[config.mk]
export PLATFORM = sky130hd
export DESIGN_NAME = clksw_top
export DESIGN_NICKNAME = d
export VERILOG_FILES = /design/src/rtl/clksw_pkg.sv /design/src/rtl/clksw_divider.sv /design/src/rtl/clksw_postscale.sv /design/src/rtl/clksw_fsm.sv /design/src/rtl/clksw_top.sv
export SDC_FILE = /design/constraint.sdc
export NUM_CORES = 1
export LEC_CHECK = 0
export CORE_MARGIN = 2
export CORE_UTILIZATION = 45
export DETAILED_ROUTE_END_ITERATION = 7
export PLACE_DENSITY = 0.71
export SLEW_MARGIN = 20
export SYNTH_ARGS = -nofsm -noshare
export SYNTH_HDL_FRONTEND = slang
export SYNTH_HIERARCHICAL = 1
export SYNTH_SLANG_ARGS = --single-unit
[constraint.sdc]
create_clock -name clk -period 4.3 [get_ports clk]
set_input_delay 0.86 -clock clk [delete_from_list [all_inputs] [get_ports clk]]
set_output_delay 0.86 -clock clk [all_outputs]
set_load 0.005 [all_outputs]
[src/rtl/clksw_pkg.sv]
package clksw_pkg;

    typedef enum logic [1:0] {
        SRC_PRI = 2'b00,
        SRC_SEC = 2'b01,
        SRC_INT = 2'b10
    } src_e;

    typedef enum logic [1:0] {
        ST_RUN,
        ST_STARTUP,
        ST_LOCK,
        ST_HANDOFF
    } st_e;

    function automatic src_e decode_sel(input logic [1:0] s);
        if (s[1])
            return SRC_INT;
        else if (s[0])
            return SRC_SEC;
        else
            return SRC_PRI;
    endfunction

endpackage

[src/rtl/clksw_divider.sv]
module clksw_divider #(
    parameter int DIV = 4
) (
    input  logic clk,
    input  logic rst_n,
    input  logic en,
    output logic tick
);
    localparam int W = (DIV > 1) ? $clog2(DIV) : 1;

    logic [W-1:0] cnt;

    always_ff @(posedge clk or negedge rst_n) begin
        if (!rst_n) begin
            cnt  <= '0;
            tick <= 1'b0;
        end else if (!en) begin
            cnt  <= '0;
            tick <= 1'b0;
        end else begin
            tick <= (cnt == W'(DIV - 1));
            cnt  <= (cnt == W'(DIV - 1)) ? '0 : cnt + 1'b1;
        end
    end
endmodule

[src/rtl/clksw_postscale.sv]
module clksw_postscale #(
    parameter int PSW = 2
) (
    input  logic           clk,
    input  logic           rst_n,
    input  logic           base_tick,
    input  logic [PSW-1:0] exp_sel,
    output logic           tick
);
    localparam int PCW = (1 << PSW) - 1;

    logic [PCW-1:0] cnt;
    logic [PCW-1:0] lim;

    always_comb lim = ({{(PCW-1){1'b0}}, 1'b1} << exp_sel) - 1'b1;

    always_ff @(posedge clk or negedge rst_n) begin
        if (!rst_n) begin
            cnt  <= '0;
            tick <= 1'b0;
        end else begin
            tick <= 1'b0;
            if (base_tick) begin
                if (cnt >= lim) begin
                    cnt  <= '0;
                    tick <= 1'b1;
                end else begin
                    cnt <= cnt + 1'b1;
                end
            end
        end
    end
endmodule

[src/rtl/clksw_fsm.sv]
module clksw_fsm
    import clksw_pkg::*;
#(
    parameter int OST_TICKS = 1024,
    parameter int LOCK_CYC  = 64,
    parameter bit USE_PLL   = 1'b1,
    parameter int CW        = 11
) (
    input  logic       clk,
    input  logic       rst_n,
    input  src_e       tgt,
    input  logic [2:0] src_tick,
    output src_e       cur,
    output logic       out_en,
    output logic       pri_stable,
    output logic       pri_on
);
    st_e           st_q, st_n;
    src_e          cur_q, cur_n, tgt_q, tgt_n;
    logic          en_q, en_n, stb_q, stb_n;
    logic [CW-1:0] cnt_q, cnt_n;
    logic          dest_tick, pri_tick;

    always_comb begin
        dest_tick = src_tick[tgt_q];
        pri_tick  = src_tick[SRC_PRI];
    end

    // State register
    always_ff @(posedge clk or negedge rst_n) begin
        if (!rst_n) begin
            st_q  <= ST_STARTUP;
            cur_q <= SRC_PRI;
            tgt_q <= SRC_PRI;
            en_q  <= 1'b0;
            stb_q <= 1'b0;
            cnt_q <= '0;
        end else begin
            st_q  <= st_n;
            cur_q <= cur_n;
            tgt_q <= tgt_n;
            en_q  <= en_n;
            stb_q <= stb_n;
            cnt_q <= cnt_n;
        end
    end

    // Next state
    always_comb begin
        st_n  = st_q;
        cur_n = cur_q;
        tgt_n = tgt_q;
        en_n  = en_q;
        stb_n = stb_q;
        cnt_n = cnt_q;
        if (tgt != tgt_q) begin
            // retarget / request
            tgt_n = tgt;
            cnt_n = '0;
            if (tgt == SRC_PRI && !stb_q) begin
                st_n = ST_STARTUP;
            end else if (tgt == cur_q) begin
                st_n = ST_RUN;
                en_n = 1'b1;
            end else begin
                st_n = ST_HANDOFF;
                en_n = 1'b0;
            end
        end else begin
            unique case (st_q)
                ST_RUN: ;
                ST_STARTUP: begin
                    if (pri_tick) begin
                        if (cnt_q == CW'(OST_TICKS - 1)) begin
                            cnt_n = '0;
                            if (USE_PLL) begin
                                st_n = ST_LOCK;
                            end else begin
                                st_n = ST_HANDOFF;
                                en_n = 1'b0;
                            end
                        end else begin
                            cnt_n = cnt_q + 1'b1;
                        end
                    end
                end
                ST_LOCK: begin
                    if (cnt_q == CW'(LOCK_CYC - 1)) begin
                        cnt_n = '0;
                        st_n  = ST_HANDOFF;
                        en_n  = 1'b0;
                    end else begin
                        cnt_n = cnt_q + 1'b1;
                    end
                end
                ST_HANDOFF: begin
                    if (dest_tick) begin
                        if (cnt_q == CW'(1)) begin
                            cnt_n = '0;
                            st_n  = ST_RUN;
                            cur_n = tgt_q;
                            en_n  = 1'b1;
                            stb_n = (tgt_q == SRC_PRI);
                        end else begin
                            cnt_n = cnt_q + 1'b1;
                        end
                    end
                end
                default: st_n = ST_RUN;
            endcase
        end
    end

    // Outputs
    always_comb begin
        cur        = cur_q;
        out_en     = en_q;
        pri_stable = stb_q;
        pri_on     = (cur_q == SRC_PRI) || (tgt_q == SRC_PRI);
    end
endmodule

[src/rtl/clksw_top.sv]
module clksw_top
    import clksw_pkg::*;
#(
    parameter int PRI_DIV   = 2,
    parameter int SEC_DIV   = 16,
    parameter int INT_DIV   = 4,
    parameter int PSW       = 2,
    parameter int OST_TICKS = 1024,
    parameter int LOCK_CYC  = 64,
    parameter bit USE_PLL   = 1'b1
) (
    input  logic           clk,
    input  logic           rst_n,
    input  logic [1:0]     sel_in,
    input  logic [PSW-1:0] int_div_sel,
    output logic           sys_tick,
    output logic [1:0]     active_src,
    output logic           pri_stable,
    output logic           pri_on
);
    localparam int MAXC = (OST_TICKS > LOCK_CYC) ? OST_TICKS : LOCK_CYC;
    localparam int CW   = $clog2(MAXC + 1);

    logic [1:0] sel_s1, sel_s2;
    logic [2:0] raw_tick;
    logic [2:0] src_tick;
    logic       int_tick;
    logic       out_en;
    src_e       cur;

    always_ff @(posedge clk or negedge rst_n) begin
        if (!rst_n) begin
            sel_s1 <= 2'b00;
            sel_s2 <= 2'b00;
        end else begin
            sel_s1 <= sel_in;
            sel_s2 <= sel_s1;
        end
    end

    for (genvar g = 0; g < 3; g++) begin : g_osc
        localparam int D = (g == 0) ? PRI_DIV : ((g == 1) ? SEC_DIV : INT_DIV);
        clksw_divider #(.DIV(D)) u_div (
            .clk  (clk),
            .rst_n(rst_n),
            .en   ((g == 0) ? pri_on : 1'b1),
            .tick (raw_tick[g])
        );
    end

    clksw_postscale #(.PSW(PSW)) u_post (
        .clk      (clk),
        .rst_n    (rst_n),
        .base_tick(raw_tick[2]),
        .exp_sel  (int_div_sel),
        .tick     (int_tick)
    );

    always_comb src_tick = {int_tick, raw_tick[1], raw_tick[0]};

    clksw_fsm #(
        .OST_TICKS(OST_TICKS),
        .LOCK_CYC (LOCK_CYC),
        .USE_PLL  (USE_PLL),
        .CW       (CW)
    ) u_fsm (
        .clk       (clk),
        .rst_n     (rst_n),
        .tgt       (decode_sel(sel_s2)),
        .src_tick  (src_tick),
        .cur       (cur),
        .out_en    (out_en),
        .pri_stable(pri_stable),
        .pri_on    (pri_on)
    );

    always_comb begin
        sys_tick   = out_en & src_tick[cur];
        active_src = cur;
    end
endmodule

==> impl_metrics.env, run 1 <==
export IMPL_internal_power_mw=0.6779
export IMPL_hold_ws_ps=353.0
export IMPL_clkTransAtPathRegs_ps=80
export IMPL_grt_max_degree=38
export IMPL_chipHeight_um=69.95
export IMPL_path_class="reg -> out"
export IMPL_syn2layout_area_growth_pct=11.96
export IMPL_cts_tree="built"
export IMPL_required_ps=3440
export IMPL_cts_resized=0
export IMPL_numPortBuffers=10
export IMPL_yosys_area_top_type="dfrtp_1"
export IMPL_p_leak_nw=0.9629
export IMPL_power_density_nw_per_um2=465.9
export IMPL_synth_edf_count=0
export IMPL_hpwlAfterDp_mm=2.399
export IMPL_chipWidth_um=69.95
export IMPL_drt_wl_total_mm=3.309
export IMPL_synth_top_area_share_pct=46.04
export IMPL_syn_area_um2=1957
export IMPL_drc=0
export IMPL_final_max_slew_viol_count=0
export IMPL_worstMarginPinSlew_ps=793.7
export IMPL_worstSetupStartpointType="flop"
export IMPL_antenna_found_initial=0
export IMPL_netlist_instances=193
export IMPL_clkLatencyLatePin_ps=290
export IMPL_clock_skew_ps=5.469
export IMPL_ant_nets=0
export IMPL_hold_class="reg -> reg"
export IMPL_min_delay_start="sel_s1[0]"
export IMPL_crit_start="u_fsm/cur[1]"
export IMPL_fp_row_count=23
export IMPL_synth_seq_cells=37
export IMPL_finalPower_mw=1.021
export IMPL_drt_iter0_drc=137
export IMPL_synth_distinct_cells=50
export IMPL_switchingPower_mw=0.3429
export IMPL_numCtsBuffers=5
export IMPL_ys_top_cells_by_area="dfrtp_1, ha_1, o21ai_0, nand2_1, mux2_2"
export IMPL_ioPinCount=11
export IMPL_p_clk_share_pct=23.4
export IMPL_max_slew_margin_rel_pct=47.09
export IMPL_drtPass1Iterations=4
export IMPL_max_cap_violations=0
export IMPL_clkSinkCount=37
export IMPL_grt_pass1_wl_mm=5.927
export IMPL_place_gp_congestion=0.8129
export IMPL_final_area_um2=2191
export IMPL_ys_warnings_count=6
export IMPL_grtUsageTotal_pct=15.24
export IMPL_syn_avg_cell_area_um2=10.14
export IMPL_root_buffer="clkbuf_8"
export IMPL_ys_flop_type="dfrtp_1"
export IMPL_max_vdd_ir_drop_uv=202.8
export IMPL_setup_viol=0
export IMPL_nNetsFinal=222
export IMPL_seq_power_share_pct=45.7
export IMPL_die_area_um2=4892
export IMPL_crit_fanout=6
export IMPL_hold_violations=0
export IMPL_reg2reg_from="sel_s2[1]"
export IMPL_outcome="finished, final reports clean"
export IMPL_post_route_period_util_pct=58.97
export IMPL_grt_ovfl_total=0
export IMPL_cts_buffer_depth=2
export IMPL_final_common_cell="dfrtp_1"
export IMPL_grt_pass1_vias=1328
export IMPL_vias=1430
export IMPL_cp_end_kind="output port"
export IMPL_wire_per_inst_um=12.78
export IMPL_post_cts_buffers=0
export IMPL_antenna_cells=0
export IMPL_rsz0062_at_grt="no"
export IMPL_crit_arrival_ps=1680
export IMPL_seq_area_frac_synth_pct=47.38
export IMPL_drive_above_1_share_pct=13.88
export IMPL_viasPerCell=5.521
export IMPL_fp_coreArea_um2=4086
export IMPL_initial_core_util_pct=47.89
export IMPL_final_cell_mix="dfrtp_1, nand2_1, o21ai_0"
export IMPL_cts_hold_buf=0
export IMPL_max_freq_ghz=0.3944
export IMPL_fin_tns_setup_ps=0
export IMPL_period_needed_ps=2536
export IMPL_p_sw_share_pct=33.59
export IMPL_comb_power_share_pct=30.9
export IMPL_postPlaceCellArea_um2=2103
export IMPL_htreeDepth=2
export IMPL_async_reset_ff_share_pct=100.0
==> state kept, by name, summed over array words and instances, names as in the netlist <==
register,cells
sel_s2,2
u_fsm/pri_stable,1
u_fsm/st_q,2
g_osc.u_div/cnt,7
u_post/cnt,3
u_fsm/cur,2
u_fsm/cnt_q,11
sel_s1,2
g_osc.u_div/tick,3
u_fsm/out_en,1
u_post/tick,1
u_fsm/tgt_q,2
==> worst paths after layout <==
kind | to | slack (ps) | depth (start not counted)
min reg2reg | sel_s2[0] | 350 | 0
max | sys_tick | 1760 | 4
min in group asynchronous | u_fsm/out_en | 650 | 1
max reg2reg | u_fsm/st_q[1] | 1920 | 6
min | sel_s2[0] | 350 | 0
max in group asynchronous | sel_s2[1] | 3150 | 1
==> per-stage QoR <==
step	setup WS (ps)	std cells	util, %
2_1_floorplan	2262	197	-
3_3_place_gp	1818	251	51.47
3_5_place_dp	1802	251	51.47
4_1_cts	1749	259	53.61
5_1_grt	1669	259	53.61
6_report	1764	259	53.61
==> critical path: stages (launching register included) <==
cell and delay, ps:
dfrtp_1 490, mux2i_1 250, o21ai_1 70, and2_1 150, clkdlybuf4s50_1 430
==> cells in the mapped netlist (2+ instances only) <==
cell type	number
a211oi_1	2
a21o_1	3
a21oi_1	2
a31oi_1	2
and2_1	4
and2_2	2
and3_1	4
buf_2	2
clkbuf_1	3
dfrtp_1	36
ha_1	8
inv_1	7
mux2_2	6
mux2i_1	2
nand2_1	18
nand3_1	8
nand4_1	2
nor2_1	13
nor2b_1	2
nor3_1	3
nor3b_1	3
nor3b_2	2
o211ai_1	2
o21ai_0	14
o21ai_1	6
or2_2	4
xnor2_1	5
xor2_1	6
==> layout make-up <==
class,instances,area (um2)
sequential,37,927.1
timing repair buffer,10,95.09
multi-input combinational,147,992.2
tap,50,62.56
inverter,7,26.28
fill,372,1896
clock inverter,2,15.01
clock buffer,6,72.57
==> power by group through the flow <==
| stage | combinational (mW) | sequential (mW) | clock, mW |
|---|---|---|---|
| after floorplan | 0.240 | 0.457 | 0 |
| after global placement | 0.313 | 0.471 | 0 |
| after detailed placement | 0.317 | 0.474 | 0 |
| after CTS | 0.320 | 0.467 | 0.249 |
| after global routing | 0.358 | 0.477 | 0.263 |
| final | 0.315 | 0.467 | 0.239 |
==> per-layer routing <==
layer,wire length (um),vias to the layer above,global-route usage (%)
met2,1560,28,24.97
met5,0,-,0
met3,161,6,4.329
met1,1523,684,18.86
li1,-,712,-
met4,64,0,6.197
==> kinds of logic (layout without fill, tap and decap cells) <==
kind of cell	after synthesis	in the layout	synth area share, %
multiplexers	8	8	4.475
AND/OR/NAND/NOR	75	75	21.93
other	1	5	0.1916
XOR/XNOR	11	11	4.923
adder cells (fa/ha/maj)	8	8	5.115
AO/OA/AOI/OAI	40	40	13.30
flip-flops	37	37	47.38
buffers and inverters	13	25	2.685
Power figures use the tool's default switching activity.
==> run 2: changes to the inputs <==
PLACE_DENSITY = 0.73   (was 0.71)
clock period = 2.1 ns   (was 4.3 ns; I/O delays follow)
==> run 2 against run 1 <==
Critical path type is now reg -> reg. Register-to-register slack worse by 1900 ps. First-iteration DRC count increased by 5.8%. Largest power group unchanged. Utilization is 3.6 points higher.
==> impl_metrics.env, run 2 (synthesis gave the netlist of run 1 again) <==
export IMPL_fp_row_count=23
export IMPL_r2r_end="u_fsm/out_en"
export IMPL_worstSetupStartpointType="flop"
export IMPL_grt_max_degree=38
export IMPL_numPortBuffers=10
export IMPL_syn2layout_area_growth_pct=19.50
export IMPL_top_regs="u_fsm/cnt_q (11), g_osc.u_div/cnt (7)"
export IMPL_ioPinCount=11
export IMPL_cp_depth=7
export IMPL_hold_class="in -> async"
export IMPL_critPathTopFamily="simple AND/OR/NAND/NOR gates"
export IMPL_fp_coreArea_um2=4086
export IMPL_crit_start="u_fsm/cnt_q[1]"
export IMPL_crit_arrival_ps=2220
export IMPL_hpwlAfterDp_mm=2.574
export IMPL_antenna_found_initial=0
export IMPL_die_area_um2=4892
export IMPL_fill_cells=354
export IMPL_grt_pass1_vias=1458
export IMPL_top_register="u_fsm/cnt_q"
export IMPL_path_class="reg -> reg"
export IMPL_max_cap_violations=0
export IMPL_viasPerCell=5.367
export IMPL_clock_skew_ps=8.096
export IMPL_rsz0062_at_grt="yes"
export IMPL_setup_viol=0
export IMPL_setup_ws_ps=60.18
export IMPL_p_leak_nw=1.059
export IMPL_worstMarginPinSlew_ps=784.1
export IMPL_cts_tree="built"
export IMPL_hold_ws_ps=201.8
export IMPL_crit_fanout=2
export IMPL_cts_hold_buf=0
export IMPL_outcome="finished, final reports clean"
export IMPL_drt_wl_total_mm=3.593
export IMPL_rr_worst_depth=7
export IMPL_grtUsageTotal_pct=16.26
export IMPL_final_common_cell="dfrtp_1"
export IMPL_final_cell_mix="dfrtp_1, nand2_1, buf_4"
export IMPL_drt_iter0_drc=145
export IMPL_crit_slowest_cell="or4b_4"
export IMPL_initial_core_util_pct=47.89
export IMPL_vias=1476
export IMPL_largest_reg_flops=11
export IMPL_post_route_period_util_pct=97.13
export IMPL_reg2reg_from="u_fsm/cnt_q[1]"
export IMPL_dp_slack_ps=27.32
export IMPL_antenna_cells=0
export IMPL_numCtsBuffers=5
export IMPL_drc=0
export IMPL_regArea_um2=928.4
export IMPL_clkSinkCount=37
export IMPL_r2r_slack_ps=60
export IMPL_chipWidth_um=69.95
export IMPL_required_ps=2280
export IMPL_htreeDepth=2
export IMPL_drtPass1Iterations=4
export IMPL_max_slew_margin_rel_pct=47.73
export IMPL_grt_ovfl_total=0
export IMPL_root_buffer="clkbuf_8"
export IMPL_grt_pass1_wl_mm=6.334
export IMPL_wire_per_inst_um=13.07
export IMPL_cts_buffer_depth=2
export IMPL_place_gp_congestion=0.9163
export IMPL_power_density_nw_per_um2=953.5
export IMPL_max_freq_ghz=0.4902
export IMPL_multi_input_area_um2=1016
export IMPL_nNetsFinal=238
export IMPL_cp_num_buf_inv=1
export IMPL_chipHeight_um=69.95
export IMPL_clkLatencyLatePin_ps=290
export IMPL_clkTransAtPathRegs_ps=80
export IMPL_cp_slowest_stage_delay_ps=480
export IMPL_worstPathCellList="inv_1 > ha_1 > or4b_4 > nor3b_2 > o21ai_2 > a311oi_2 > mux2_4"
export IMPL_final_max_slew_viol_count=0
export IMPL_hold_violations=0
export IMPL_ant_nets=0
export IMPL_drive_above_1_share_pct=23.11
export IMPL_max_vdd_ir_drop_uv=557.3
export IMPL_worstSetupEndpoint="u_fsm/out_en"
export IMPL_period_needed_ps=2040
export IMPL_cp_end_kind="flop"
## run 2: what timing repair did
| action | 4_1_cts | 5_1_grt |
|---|---|---|
| hold endpoints to repair | 0 | 0 |
| endpoints found under the setup margin | 0 | 14 |
| gates resized for setup | 0 | 7 |
| buffers inserted | 0 | 2 |
## run 2: worst min path at each step
| stage | from | endpoint | slack (ps) |
|---|---|---|---|
| 6_report | rst_n | u_fsm/cnt_q[9] | 200 |
| 5_1_grt | rst_n | u_fsm/cnt_q[9] | 270 |
| 4_1_cts | rst_n | u_fsm/cnt_q[10] | 230 |
| 3_5_place_dp | sel_s1[0] | sel_s2[0] | 340 |
| 3_3_place_gp | sel_s1[0] | sel_s2[0] | 330 |
| 2_1_floorplan | rst_n | g_osc[0].u_div/cnt | 120 |
## run 2: final cells by class
cell class              count  share of cell area, %
flip-flops and latches     37                  39.70
repair buffers             26                  9.203
clock buffers               5                  2.943
well taps                  50                  2.675
inverters                   7                  1.124
multi-input cells         147                  43.45
clock inverters             3                 0.9096
## run 2: per-layer routing
metal	up-vias	routed length [um]	global-route usage, %
li1	743	-	-
met1	682	1675	21.81
met2	41	1654	24.44
met3	10	174	3.175
met4	0	88	9.402
met5	-	0	0
## run 2: stage by stage
step	util, %	power (mW)	instances	cell area [um2]	TNS (ps)
2_1_floorplan	-	1.426	197	1972	0
5_1_grt	57.23	2.396	275	2338	-56.60
6_report	57.23	2.230	275	2338	0
3_3_place_gp	54.04	1.665	265	2208	0
4_1_cts	56.25	2.202	273	2298	0
3_5_place_dp	54.04	1.685	265	2208	0
## run 2: power breakdown
part	internal, mW	total (mW)	switching (mW)
Clock	0.235	0.498	0.263
Sequential	0.836	0.946	0.110
Combinational	0.404	0.785	0.382
Total	1.47	2.23	0.755
